File: src/rtl/z80_glue_pkg.sv
package z80_glue_pkg;
  localparam int CTRL_W      = 7;
  localparam int BIT_ROM_DIS = 6;
  localparam int BIT_DDEN    = 5;
  localparam int BIT_SIDE    = 4;
  localparam int DRV_W       = 4;

  typedef enum logic [3:0] {
    IO_NONE,
    IO_CTRL,
    IO_PDATA,
    IO_STB_SET,
    IO_STB_CLR,
    IO_CTC,
    IO_SIO,
    IO_FDC,
    IO_USER
  } io_class_e;
endpackage

File: src/rtl/z80_io_decode.sv
module z80_io_decode
  import z80_glue_pkg::*;
#(
  parameter int IO_AW = 8
) (
  input  logic             clk_i,
  input  logic             rst_ni,
  input  logic [IO_AW-1:0] addr_i,
  input  logic             iorq_ni,
  input  logic             rd_ni,
  input  logic             wr_ni,
  input  logic             m1_ni,
  output io_class_e        class_o,
  output logic             reg_wr_o,
  output logic             ctc_cs_o,
  output logic [1:0]       ctc_ch_o,
  output logic             sio_cs_o,
  output logic             sio_ch_o,
  output logic             sio_cd_o,
  output logic             fdc_cs_o,
  output logic [1:0]       fdc_rs_o,
  output logic             fdc_rd_o,
  output logic             fdc_wr_o,
  output logic             user_cs_o
);
  localparam int TOP = IO_AW - 1;

  logic io_act;
  io_class_e cls;

  // M1 together with IORQ is an interrupt acknowledge: no decode
  assign io_act = !iorq_ni && m1_ni;

  always_comb begin
    cls = IO_NONE;
    if (io_act) begin
      unique case (addr_i[TOP -: 2])
        2'b01: cls = IO_CTC;
        2'b10: cls = IO_SIO;
        2'b11: cls = IO_FDC;
        default: begin
          if (!addr_i[TOP-2]) begin
            unique case (addr_i[1:0])
              2'b00: cls = IO_CTRL;
              2'b01: cls = IO_PDATA;
              2'b10: cls = IO_STB_SET;
              default: cls = IO_STB_CLR;
            endcase
          end else if (addr_i[TOP-3]) begin
            cls = IO_USER;
          end
        end
      endcase
    end
  end

  assign class_o   = cls;
  assign reg_wr_o  = io_act && !wr_ni;

  assign ctc_cs_o  = (cls == IO_CTC);
  assign ctc_ch_o  = ctc_cs_o ? addr_i[TOP-2 -: 2] : 2'b00;
  assign sio_cs_o  = (cls == IO_SIO);
  assign sio_ch_o  = sio_cs_o && addr_i[3];
  assign sio_cd_o  = sio_cs_o && addr_i[2];
  assign fdc_cs_o  = (cls == IO_FDC);
  assign fdc_rs_o  = fdc_cs_o ? addr_i[1:0] : 2'b00;
  assign fdc_rd_o  = fdc_cs_o && !rd_ni;
  assign fdc_wr_o  = fdc_cs_o && !wr_ni;
  assign user_cs_o = (cls == IO_USER);

  p_no_sel_inta_r8: assert property (@(posedge clk_i) disable iff (!rst_ni)
    (!iorq_ni && !m1_ni) |-> !(ctc_cs_o || sio_cs_o || fdc_cs_o || user_cs_o));
  p_one_sel_r7: assert property (@(posedge clk_i) disable iff (!rst_ni)
    $onehot0({ctc_cs_o, sio_cs_o, fdc_cs_o, user_cs_o}));
  p_fdc_strobe_r6: assert property (@(posedge clk_i) disable iff (!rst_ni)
    (fdc_rd_o || fdc_wr_o) |-> (fdc_cs_o && !iorq_ni));
  p_no_sel_idle_r8: assert property (@(posedge clk_i) disable iff (!rst_ni)
    iorq_ni |-> !(ctc_cs_o || sio_cs_o || fdc_cs_o || user_cs_o || reg_wr_o));
endmodule

File: src/rtl/z80_board_regs.sv
module z80_board_regs
  import z80_glue_pkg::*;
#(
  parameter int DATA_W = 8
) (
  input  logic              clk_i,
  input  logic              rst_ni,
  input  io_class_e         class_i,
  input  logic              reg_wr_i,
  input  logic [DATA_W-1:0] data_i,
  output logic [CTRL_W-1:0] ctrl_o,
  output logic [DATA_W-1:0] prn_data_o,
  output logic              prn_strobe_o
);
  logic [CTRL_W-1:0] ctrl_q;
  logic [DATA_W-1:0] prn_q;
  logic              stb_q;
  logic              wr_ctrl, wr_prn, wr_set, wr_clr;

  assign wr_ctrl = reg_wr_i && (class_i == IO_CTRL);
  assign wr_prn  = reg_wr_i && (class_i == IO_PDATA);
  assign wr_set  = reg_wr_i && (class_i == IO_STB_SET);
  assign wr_clr  = reg_wr_i && (class_i == IO_STB_CLR);

  always_ff @(posedge clk_i or negedge rst_ni) begin
    if (!rst_ni) begin
      ctrl_q <= '0;
      prn_q  <= '0;
      stb_q  <= 1'b0;
    end else begin
      if (wr_ctrl) ctrl_q <= data_i[CTRL_W-1:0];
      if (wr_prn)  prn_q  <= data_i;
      if (wr_set)      stb_q <= 1'b1;
      else if (wr_clr) stb_q <= 1'b0;
    end
  end

  assign ctrl_o       = ctrl_q;
  assign prn_data_o   = prn_q;
  assign prn_strobe_o = stb_q;

  p_ctrl_hold_r1: assert property (@(posedge clk_i) disable iff (!rst_ni)
    !wr_ctrl |=> $stable(ctrl_o));
  p_prn_hold_r2: assert property (@(posedge clk_i) disable iff (!rst_ni)
    !wr_prn |=> $stable(prn_data_o));
  p_stb_set_r3: assert property (@(posedge clk_i) disable iff (!rst_ni)
    wr_set |=> prn_strobe_o);
  p_stb_clr_r3: assert property (@(posedge clk_i) disable iff (!rst_ni)
    wr_clr |=> !prn_strobe_o);
endmodule

File: src/rtl/z80_mem_overlay.sv
module z80_mem_overlay #(
  parameter int MEM_AW = 16,
  parameter int ROM_AW = 12,
  parameter int WIN_AW = 15
) (
  input  logic              clk_i,
  input  logic              rst_ni,
  input  logic              mreq_ni,
  input  logic [MEM_AW-1:0] addr_i,
  input  logic              rom_dis_i,
  output logic              rom_cs_o,
  output logic [ROM_AW-1:0] rom_addr_o,
  output logic              dram_cs_o
);
  logic in_window;
  logic unused_mid;

  assign in_window  = ~|addr_i[MEM_AW-1:WIN_AW];
  assign unused_mid = ^addr_i[WIN_AW-1:ROM_AW]; // mirror bits, ignored
  assign rom_cs_o   = !mreq_ni && in_window && !rom_dis_i;
  assign dram_cs_o  = !mreq_ni && !rom_cs_o;
  assign rom_addr_o = addr_i[ROM_AW-1:0];

  p_excl_r9: assert property (@(posedge clk_i) disable iff (!rst_ni)
    !(rom_cs_o && dram_cs_o));
  p_high_dram_r10: assert property (@(posedge clk_i) disable iff (!rst_ni)
    (!mreq_ni && addr_i[MEM_AW-1]) |-> (dram_cs_o && !rom_cs_o));
  p_disabled_dram_r9: assert property (@(posedge clk_i) disable iff (!rst_ni)
    (!mreq_ni && rom_dis_i) |-> dram_cs_o);
endmodule

File: src/rtl/z80_io_glue.sv
module z80_io_glue
  import z80_glue_pkg::*;
#(
  parameter int IO_AW  = 8,
  parameter int DATA_W = 8,
  parameter int MEM_AW = 16,
  parameter int ROM_AW = 12,
  parameter int WIN_AW = 15
) (
  input  logic              clk_i,
  input  logic              rst_ni,
  input  logic [IO_AW-1:0]  io_addr_i,
  input  logic              iorq_ni,
  input  logic              rd_ni,
  input  logic              wr_ni,
  input  logic              m1_ni,
  input  logic [DATA_W-1:0] data_i,
  input  logic              mreq_ni,
  input  logic [MEM_AW-1:0] mem_addr_i,
  output logic              ctc_cs_o,
  output logic [1:0]        ctc_ch_o,
  output logic              sio_cs_o,
  output logic              sio_ch_o,
  output logic              sio_cd_o,
  output logic              fdc_cs_o,
  output logic [1:0]        fdc_rs_o,
  output logic              fdc_rd_o,
  output logic              fdc_wr_o,
  output logic              user_cs_o,
  output logic [DRV_W-1:0]  drv_sel_o,
  output logic              side1_o,
  output logic              dden_dis_o,
  output logic              rom_dis_o,
  output logic [DATA_W-1:0] prn_data_o,
  output logic              prn_strobe_o,
  output logic              rom_cs_o,
  output logic [ROM_AW-1:0] rom_addr_o,
  output logic              dram_cs_o
);
  io_class_e         io_class;
  logic              reg_wr;
  logic [CTRL_W-1:0] ctrl;

  z80_io_decode #(.IO_AW(IO_AW)) u_dec (
    .clk_i    (clk_i),
    .rst_ni   (rst_ni),
    .addr_i   (io_addr_i),
    .iorq_ni  (iorq_ni),
    .rd_ni    (rd_ni),
    .wr_ni    (wr_ni),
    .m1_ni    (m1_ni),
    .class_o  (io_class),
    .reg_wr_o (reg_wr),
    .ctc_cs_o (ctc_cs_o),
    .ctc_ch_o (ctc_ch_o),
    .sio_cs_o (sio_cs_o),
    .sio_ch_o (sio_ch_o),
    .sio_cd_o (sio_cd_o),
    .fdc_cs_o (fdc_cs_o),
    .fdc_rs_o (fdc_rs_o),
    .fdc_rd_o (fdc_rd_o),
    .fdc_wr_o (fdc_wr_o),
    .user_cs_o(user_cs_o)
  );

  z80_board_regs #(.DATA_W(DATA_W)) u_regs (
    .clk_i       (clk_i),
    .rst_ni      (rst_ni),
    .class_i     (io_class),
    .reg_wr_i    (reg_wr),
    .data_i      (data_i),
    .ctrl_o      (ctrl),
    .prn_data_o  (prn_data_o),
    .prn_strobe_o(prn_strobe_o)
  );

  assign rom_dis_o  = ctrl[BIT_ROM_DIS];
  assign dden_dis_o = ctrl[BIT_DDEN];
  assign side1_o    = ctrl[BIT_SIDE];
  assign drv_sel_o  = ctrl[DRV_W-1:0];

  z80_mem_overlay #(.MEM_AW(MEM_AW), .ROM_AW(ROM_AW), .WIN_AW(WIN_AW)) u_mem (
    .clk_i     (clk_i),
    .rst_ni    (rst_ni),
    .mreq_ni   (mreq_ni),
    .addr_i    (mem_addr_i),
    .rom_dis_i (rom_dis_o),
    .rom_cs_o  (rom_cs_o),
    .rom_addr_o(rom_addr_o),
    .dram_cs_o (dram_cs_o)
  );
endmodule

File: config.mk
export PLATFORM = sky130hd
export DESIGN_NAME = z80_io_glue
export DESIGN_NICKNAME = d
export VERILOG_FILES = /design/src/rtl/z80_glue_pkg.sv /design/src/rtl/z80_io_decode.sv /design/src/rtl/z80_board_regs.sv /design/src/rtl/z80_mem_overlay.sv /design/src/rtl/z80_io_glue.sv
export SDC_FILE = /design/constraint.sdc
export NUM_CORES = 1
export LEC_CHECK = 0
export ABC_AREA = 1
export BUFFER_PORTS_ARGS = -buffer_cell sky130_fd_sc_hd__buf_2
export CAP_MARGIN = 20
export CELL_PAD_IN_SITES_DETAIL_PLACEMENT = 0
export CELL_PAD_IN_SITES_GLOBAL_PLACEMENT = 1
export CORE_MARGIN = 2
export CORE_UTILIZATION = 27
export CTS_BUF_LIST = sky130_fd_sc_hd__clkbuf_8
export DETAILED_ROUTE_END_ITERATION = 6
export PLACE_DENSITY = 0.86
export SLEW_MARGIN = 20
export SYNTH_ARGS = -nofsm -noshare
export SYNTH_HDL_FRONTEND = slang
export SYNTH_HIERARCHICAL = 1
export SYNTH_SLANG_ARGS = --single-unit
File: constraint.sdc
create_clock -name clk_i -period 1.5 [get_ports clk_i]
set_input_delay 0.225 -clock clk_i [delete_from_list [all_inputs] [get_ports clk_i]]
set_output_delay 0.225 -clock clk_i [all_outputs]
set_load 0.05 [all_outputs]
==> results of run 1 <==
-- cell usage in the layout (no fill, tap or decap), types with 2 or more instances in the layout --
cell type   n
nand2_1    42
buf_2      40
clkbuf_8    3
buf_8       2
inv_2       4
nor2_1      6
nand4_1    15
nand2_2     5
inv_4       4
nand3_4     2
nand3_2     2
nor2_2      8
inv_1      16
dfrtp_1    16
nor2_4      6
nand3_1     4
buf_6      13
buf_4      13
-- path summary, 6_finish.rpt --
check	startpoint	to	cells after the start
setup reg to reg	u_regs/ctrl_o[6]	u_regs/ctrl_o[6]	2
max in group asynchronous	rst_ni	u_regs/prn_data_o[1]	2
hold / removal	data_i[2]	u_regs/ctrl_o[2]	3
hold reg to reg	u_regs/prn_data_o[4]	u_regs/prn_data_o[4]	2
min in group asynchronous	rst_ni	u_regs/ctrl_o[6]	2
setup / recovery	io_addr_i[0]	sio_ch_o	10
-- sequential cells by signal, indices dropped and copies added, names as in the netlist --
name                 flops
u_regs/prn_data_o        8
u_regs/ctrl_o            7
u_regs/prn_strobe_o      1
-- routing by layer --
layer | share of wire (%) | GRT usage (%) | up-vias | wire length, um
met5 | 0 | 0 | - | 0
met4 | 0.56 | 3.25 | 0 | 15
met3 | 8.5 | 1.97 | 2 | 230
met2 | 49 | 21.8 | 52 | 1310
met1 | 42 | 14.7 | 486 | 1140
li1 | - | - | 578 | -
-- per-stage QoR --
| stage | instances | area [um2] | power [mW] |
|---|---|---|---|
| floorplan | 151 | 1140 | 1.10 |
| global placement | 252 | 1440 | 1.19 |
| detailed placement | 252 | 1440 | 1.20 |
| CTS | 258 | 1640 | 1.54 |
| finish | 259 | 1680 | 1.53 |
| global route | 259 | 1680 | 1.62 |
-- where the power goes --
part | internal, mW | leakage [nW] | switching, mW | total [mW]
Combinational | 0.177 | 0.716 | 0.491 | 0.668
Sequential | 0.513 | 0.210 | 0.0432 | 0.556
Clock | 0.177 | 0.0216 | 0.128 | 0.305
-- cell type report --
| type | count | share of cell area, % |
|---|---|---|
| Multi-Input combinational cell | 96 | 34.6 |
| Sequential cell | 16 | 23.9 |
| Tap cell | 50 | 3.73 |
| Clock buffer | 3 | 2.46 |
| Inverter | 25 | 6.49 |
| Timing Repair Buffer | 69 | 28.9 |
-- cell families (layout without fill, tap and decap cells) --
kind of cell	Yosys count	in the layout	share of synthesized area, %
AOI/OAI and AO/OA	1	1	0.675
adders and majority gates	3	3	3.37
buffers and inverters	39	97	18.9
DFF	16	16	36.0
and+or+nand+nor	92	92	41.1
-- critical path, delay by kind of cell --
family	cells	cell delay, ns
buf+inv	3	0.27
simple gates	6	0.56
fa+ha+maj	1	0.25
-- repair_timing --
item                       4_1_cts  5_1_grt
hold buffers                     1        0
setup endpoints to repair       11       27
hold endpoints to repair        16        0
buffers inserted                 2        1
gates resized for setup         37       12
pin swaps                        5       11
==> reports/metrics.yaml, run 1 <==
core_area_um2: 3970
synthArstFlopShare_pct: 100
ant_nets: 0
path_clk_slew_ns: 0.06
fp.dieH_um: 68.2
period_minus_slack_ns: 1.55
status: "finished with violations"
cp_common_cell: "nand2_1"
dieArea_um2: 4650
report.final.slew_viol_count: 0
p_leak_nw: 0.948
ir_worst_vdd_uv: 279
rrSetupSlack_ns: 0.86
maxCapViolCount: 0
die_x_um: 68.2
tightest_slew_ns: 0.355
drtPass1Iterations: 5
synth.most_common_cell: "nand2_1"
yosys.area.top_type: "dfrtp_1"
criticalPathCategory: "in2out"
grt_pass1_vias: 1011
rsz0062_at_grt: "true"
syn_area_per_cell_um2: 7.37
grt-ovfl-total: 0
drt-vias-per-instance: 4.32
synth_edf_count: 0
route.detailed.drc: 0
pin_count: 81
yosysTopAreaCellShare_pct: 36.0
ys_ff_latch: 16
antenna_found_initial: 0
cts-buffers-inserted: 3
fillers: 417
drive_above_1_share_pct: 51.2
route.vias.total: 1118
diodes: 0
max_stage_delay_ns: 0.25
synth_ff_type: "dfrtp_1"
multi_input_area_um2: 579
root_buffer: "clkbuf_8"
fin_util_pct: 42.2
area_growth_pct: 50.7
path_cells: "buf_8, inv_6, ha_4, nand2_1, nand2_1, nand3_2, nor2_4, nand2_2, nor2_2, buf_6"
pre_cts_ws_ns: -0.227
setup_tns_ns: -0.237
cp.required_ns: 1.27
holdWs_ns: 0.249
track_usage_pct: 12.1
wire_per_inst_um: 10.4
synthCells: 151
hp-class: "in2reg"
cts_tree: "yes"
layout_setup_ws_ns: -0.0513
syn-cell-area_um2: 1110
cts.path.max_buffers: 2
initial_core_util_pct: 28.0
synth_cell_types: 18
num_rows: 23
setup_violations: 7
grt_pass1_wl_mm: 4.32
wirelength_mm: 2.70
clkSinkCount: 16
fmax_ghz: 0.645
drt_iter0_markers: 62
critical_path.max_fanout: 3
yosys-top-cells-count: "46 x nand2_1, 20 x inv_1, 16 x dfrtp_1"
regArea_um2: 400
fin_skew_ns: 0
gp_congestion: 0.797
seq_area_frac_synth_pct: 36.0
slew_headroom_pct: 76.3
start_kind: "input port"
yosysWarnings: 6
violations: "setup timing"
cts_htree_levels: 1
powerDensity_nw_per_um2: 912
clk_latency_ns: 0.24
end_kind: "output port"
fin_crit_sh_pct: 103
port_buffers: 53
crit_path_top_delay_cell: "ha_4"
nNetsFinal: 253
grt_max_degree: 17
syn_nets: 193
synth_area_leaders: "dfrtp_1 36%, nand2_1 16%, buf_4 8.8%"
dp_hpwl_mm: 2.14
critical_path_arrival_ns: 1.33
hold_viol: 0
Note: power is estimated with default switching activity, not from simulation.
==> run 2, diff against run 1 <==
--- a/config.mk
+++ b/config.mk
@@ -5,7 +5,6 @@
 export SDC_FILE = /design/constraint.sdc
 export NUM_CORES = 1
 export LEC_CHECK = 0
-export ABC_AREA = 1
 export BUFFER_PORTS_ARGS = -buffer_cell sky130_fd_sc_hd__buf_2
 export CAP_MARGIN = 20
 export CELL_PAD_IN_SITES_DETAIL_PLACEMENT = 0
==> reports/metrics.yaml, run 2 <==
pre_cts_ws_ns: -0.422
p_int_mw: 0.990
synthCells: 87
yosysWarnings: 6
period_minus_slack_ns: 1.62
antenna_found_initial: 0
fin_util_pct: 52.0
crit_buf_inv: 3
cp.required_ns: 1.27
path_cells: "buf_12, inv_12, ha_4, nand3b_1, a211oi_4, and2_4, buf_8"
ant_nets: 0
setup_tns_ns: -1.28
combPwrFrac_pct: 44.5
cts_htree_levels: 1
critical_path_arrival_ns: 1.40
port_buffers: 53
ys_ff_latch: 16
p_clk_share_pct: 21.8
powerDensity_nw_per_um2: 928
synth_cell_types: 24
critPathTopFamily: "simple AND/OR/NAND/NOR gates"
grt_pass1_vias: 974
fmax_ghz: 0.616
synth_area_leaders: "dfrtp_1 41%, mux2_2 17%, buf_4 9.3%"
clkSinkCount: 16
hp-class: "in2reg"
final_common_cell: "buf_2"
dp_hpwl_mm: 2.15
hold_viol: 0
slew_headroom_pct: 77.9
rsz0062_at_grt: "true"
drt_iter0_markers: 28
cts-buffers-inserted: 3
gp_congestion: 0.747
fp.dieH_um: 64.0
drt-vias-per-instance: 4.59
largest_register_ffs: 8
start_kind: "input port"
initial_core_util_pct: 28.6
yosys-top-cells-count: "16 x dfrtp_1, 15 x mux2_2, 12 x buf_4"
clk_latency_ns: 0.24
wirelength_mm: 2.60
syn_nets: 129
tightest_slew_ns: 0.332
nNetsFinal: 197
criticalPathCategory: "in2out"
violations: "setup timing"
switchingPower_mw: 0.644
end_kind: "output port"
critical_path.max_fanout: 3
path_clk_slew_ns: 0.05
route.detailed.drc: 0
pin_count: 81
cts.path.max_buffers: 2
final_cell_mix: "41 x buf_2, 24 x buf_4, 16 x dfrtp_1"
die_x_um: 64.0
drive_above_1_share_pct: 79.2
area_growth_pct: 81.4
core_area_um2: 3390
route.vias.total: 917
status: "finished with violations"
ir_worst_vdd_uv: 367
synth_ff_type: "dfrtp_1"
syn-cell-area_um2: 971
report.final.slew_viol_count: 0
seqPwrFrac_pct: 33.7
layout_setup_ws_ns: -0.123
dieArea_um2: 4090
fin_crit_sh_pct: 108
wire_per_inst_um: 13.0
synth_edf_count: 0
finalPower_mw: 1.63
crit_path_top_delay_cell: "a211oi_4"
grt-ovfl-total: 0
synth.most_common_cell: "dfrtp_1"
track_usage_pct: 13.2
drtPass1Iterations: 4
cts_tree: "yes"
synthArstFlopShare_pct: 100
root_buffer: "clkbuf_8"
p_leak_nw: 0.884
maxCapViolCount: 0
setup_violations: 14
seq_area_frac_synth_pct: 41.2
yosys.area.top_type: "dfrtp_1"
max_stage_delay_ns: 0.30
switching_share_pct: 39.4
yosysTopAreaCellShare_pct: 41.2
num_rows: 21
diodes: 0
fin_skew_ns: 0
grt_pass1_wl_mm: 4.41
grt_max_degree: 17
fillers: 306
syn_area_per_cell_um2: 11.2
==> run 2: changes by cell type after synthesis, sizes merged, moves of 8 or more <==
| cell | before | now |
|---|---|---|
| inv | 24 | 5 |
| mux2 | 0 | 15 |
| nand2 | 48 | 1 |
| nand4 | 15 | 0 |
| nand3 | 8 | 0 |
| nor2 | 20 | 6 |
==> run 2: power by group through the flow <==
stage               clock [mW]  combinational (mW)  sequential (mW)
finish                   0.357               0.727            0.550
global route             0.384               0.764            0.562
CTS                      0.366               0.727            0.551
detailed placement           0               0.698            0.559
global placement             0               0.685            0.557
floorplan                    0               0.306            0.837
==> run 2: kinds of logic after synthesis <==
logic type,Yosys count,share of synthesized area (%)
adder cells (fa/ha/maj),3,3.87
AO/OA/AOI/OAI,7,5.41
multiplexers,15,17.4
flip-flops,16,41.2
AND/OR/NAND/NOR,26,18.2
buffers and inverters,20,13.9
==> run 2: layer usage <==
metal	part of all wire, %	global-route usage [%]	up-vias
met1	38	14.9	426
met2	49	23.8	57
met3	12	3.35	6
met4	1.9	4.89	0
li1	-	-	428
met5	0	0	-
==> run 2: path summary, 6_finish.rpt <==
path | from | endpoint | slack [ns] | cells after the start
worst min register to register | u_regs/ctrl_o[4] | u_regs/ctrl_o[4] | 0.50 | 1
worst min-delay path | data_i[7] | u_regs/prn_data_o[7] | 0.22 | 2
min in group asynchronous | rst_ni | u_regs/prn_data_o[0] | 0.41 | 2
worst max-delay path | io_addr_i[0] | sio_cd_o | -0.12 | 7
max in group asynchronous | rst_ni | u_regs/ctrl_o[1] | 0.84 | 2
worst max register to register | u_regs/ctrl_o[6] | u_regs/ctrl_o[6] | 0.71 | 1
==> run 2: area by class of cell <==
type / instances / area [um2] / area share [%]
flip-flops and latches: 16 / 400 / 22.7
inverters: 5 / 36.3 / 2.06
repair buffers: 78 / 564 / 32.0
multi-input cells: 51 / 648 / 36.8
well taps: 46 / 57.6 / 3.27
clock buffers: 4 / 55.1 / 3.12
==> run 2: through the flow <==
stage	cell area [um2]	hold WS (ns)	cells
after CTS	1720	0.218	199
after global routing	1760	0.224	200
after global placement	1540	0.141	191
after floorplan	1190	-0.0706	87
after detailed placement	1540	0.146	191
final	1760	0.223	200
==> run 2: timing repair <==
item,4_1_cts,5_1_grt
hold buffers,1,0
hold endpoints to repair,16,0
buffers inserted,4,1
gates resized for setup,27,9
setup endpoints to repair,24,24
pin swaps,5,1
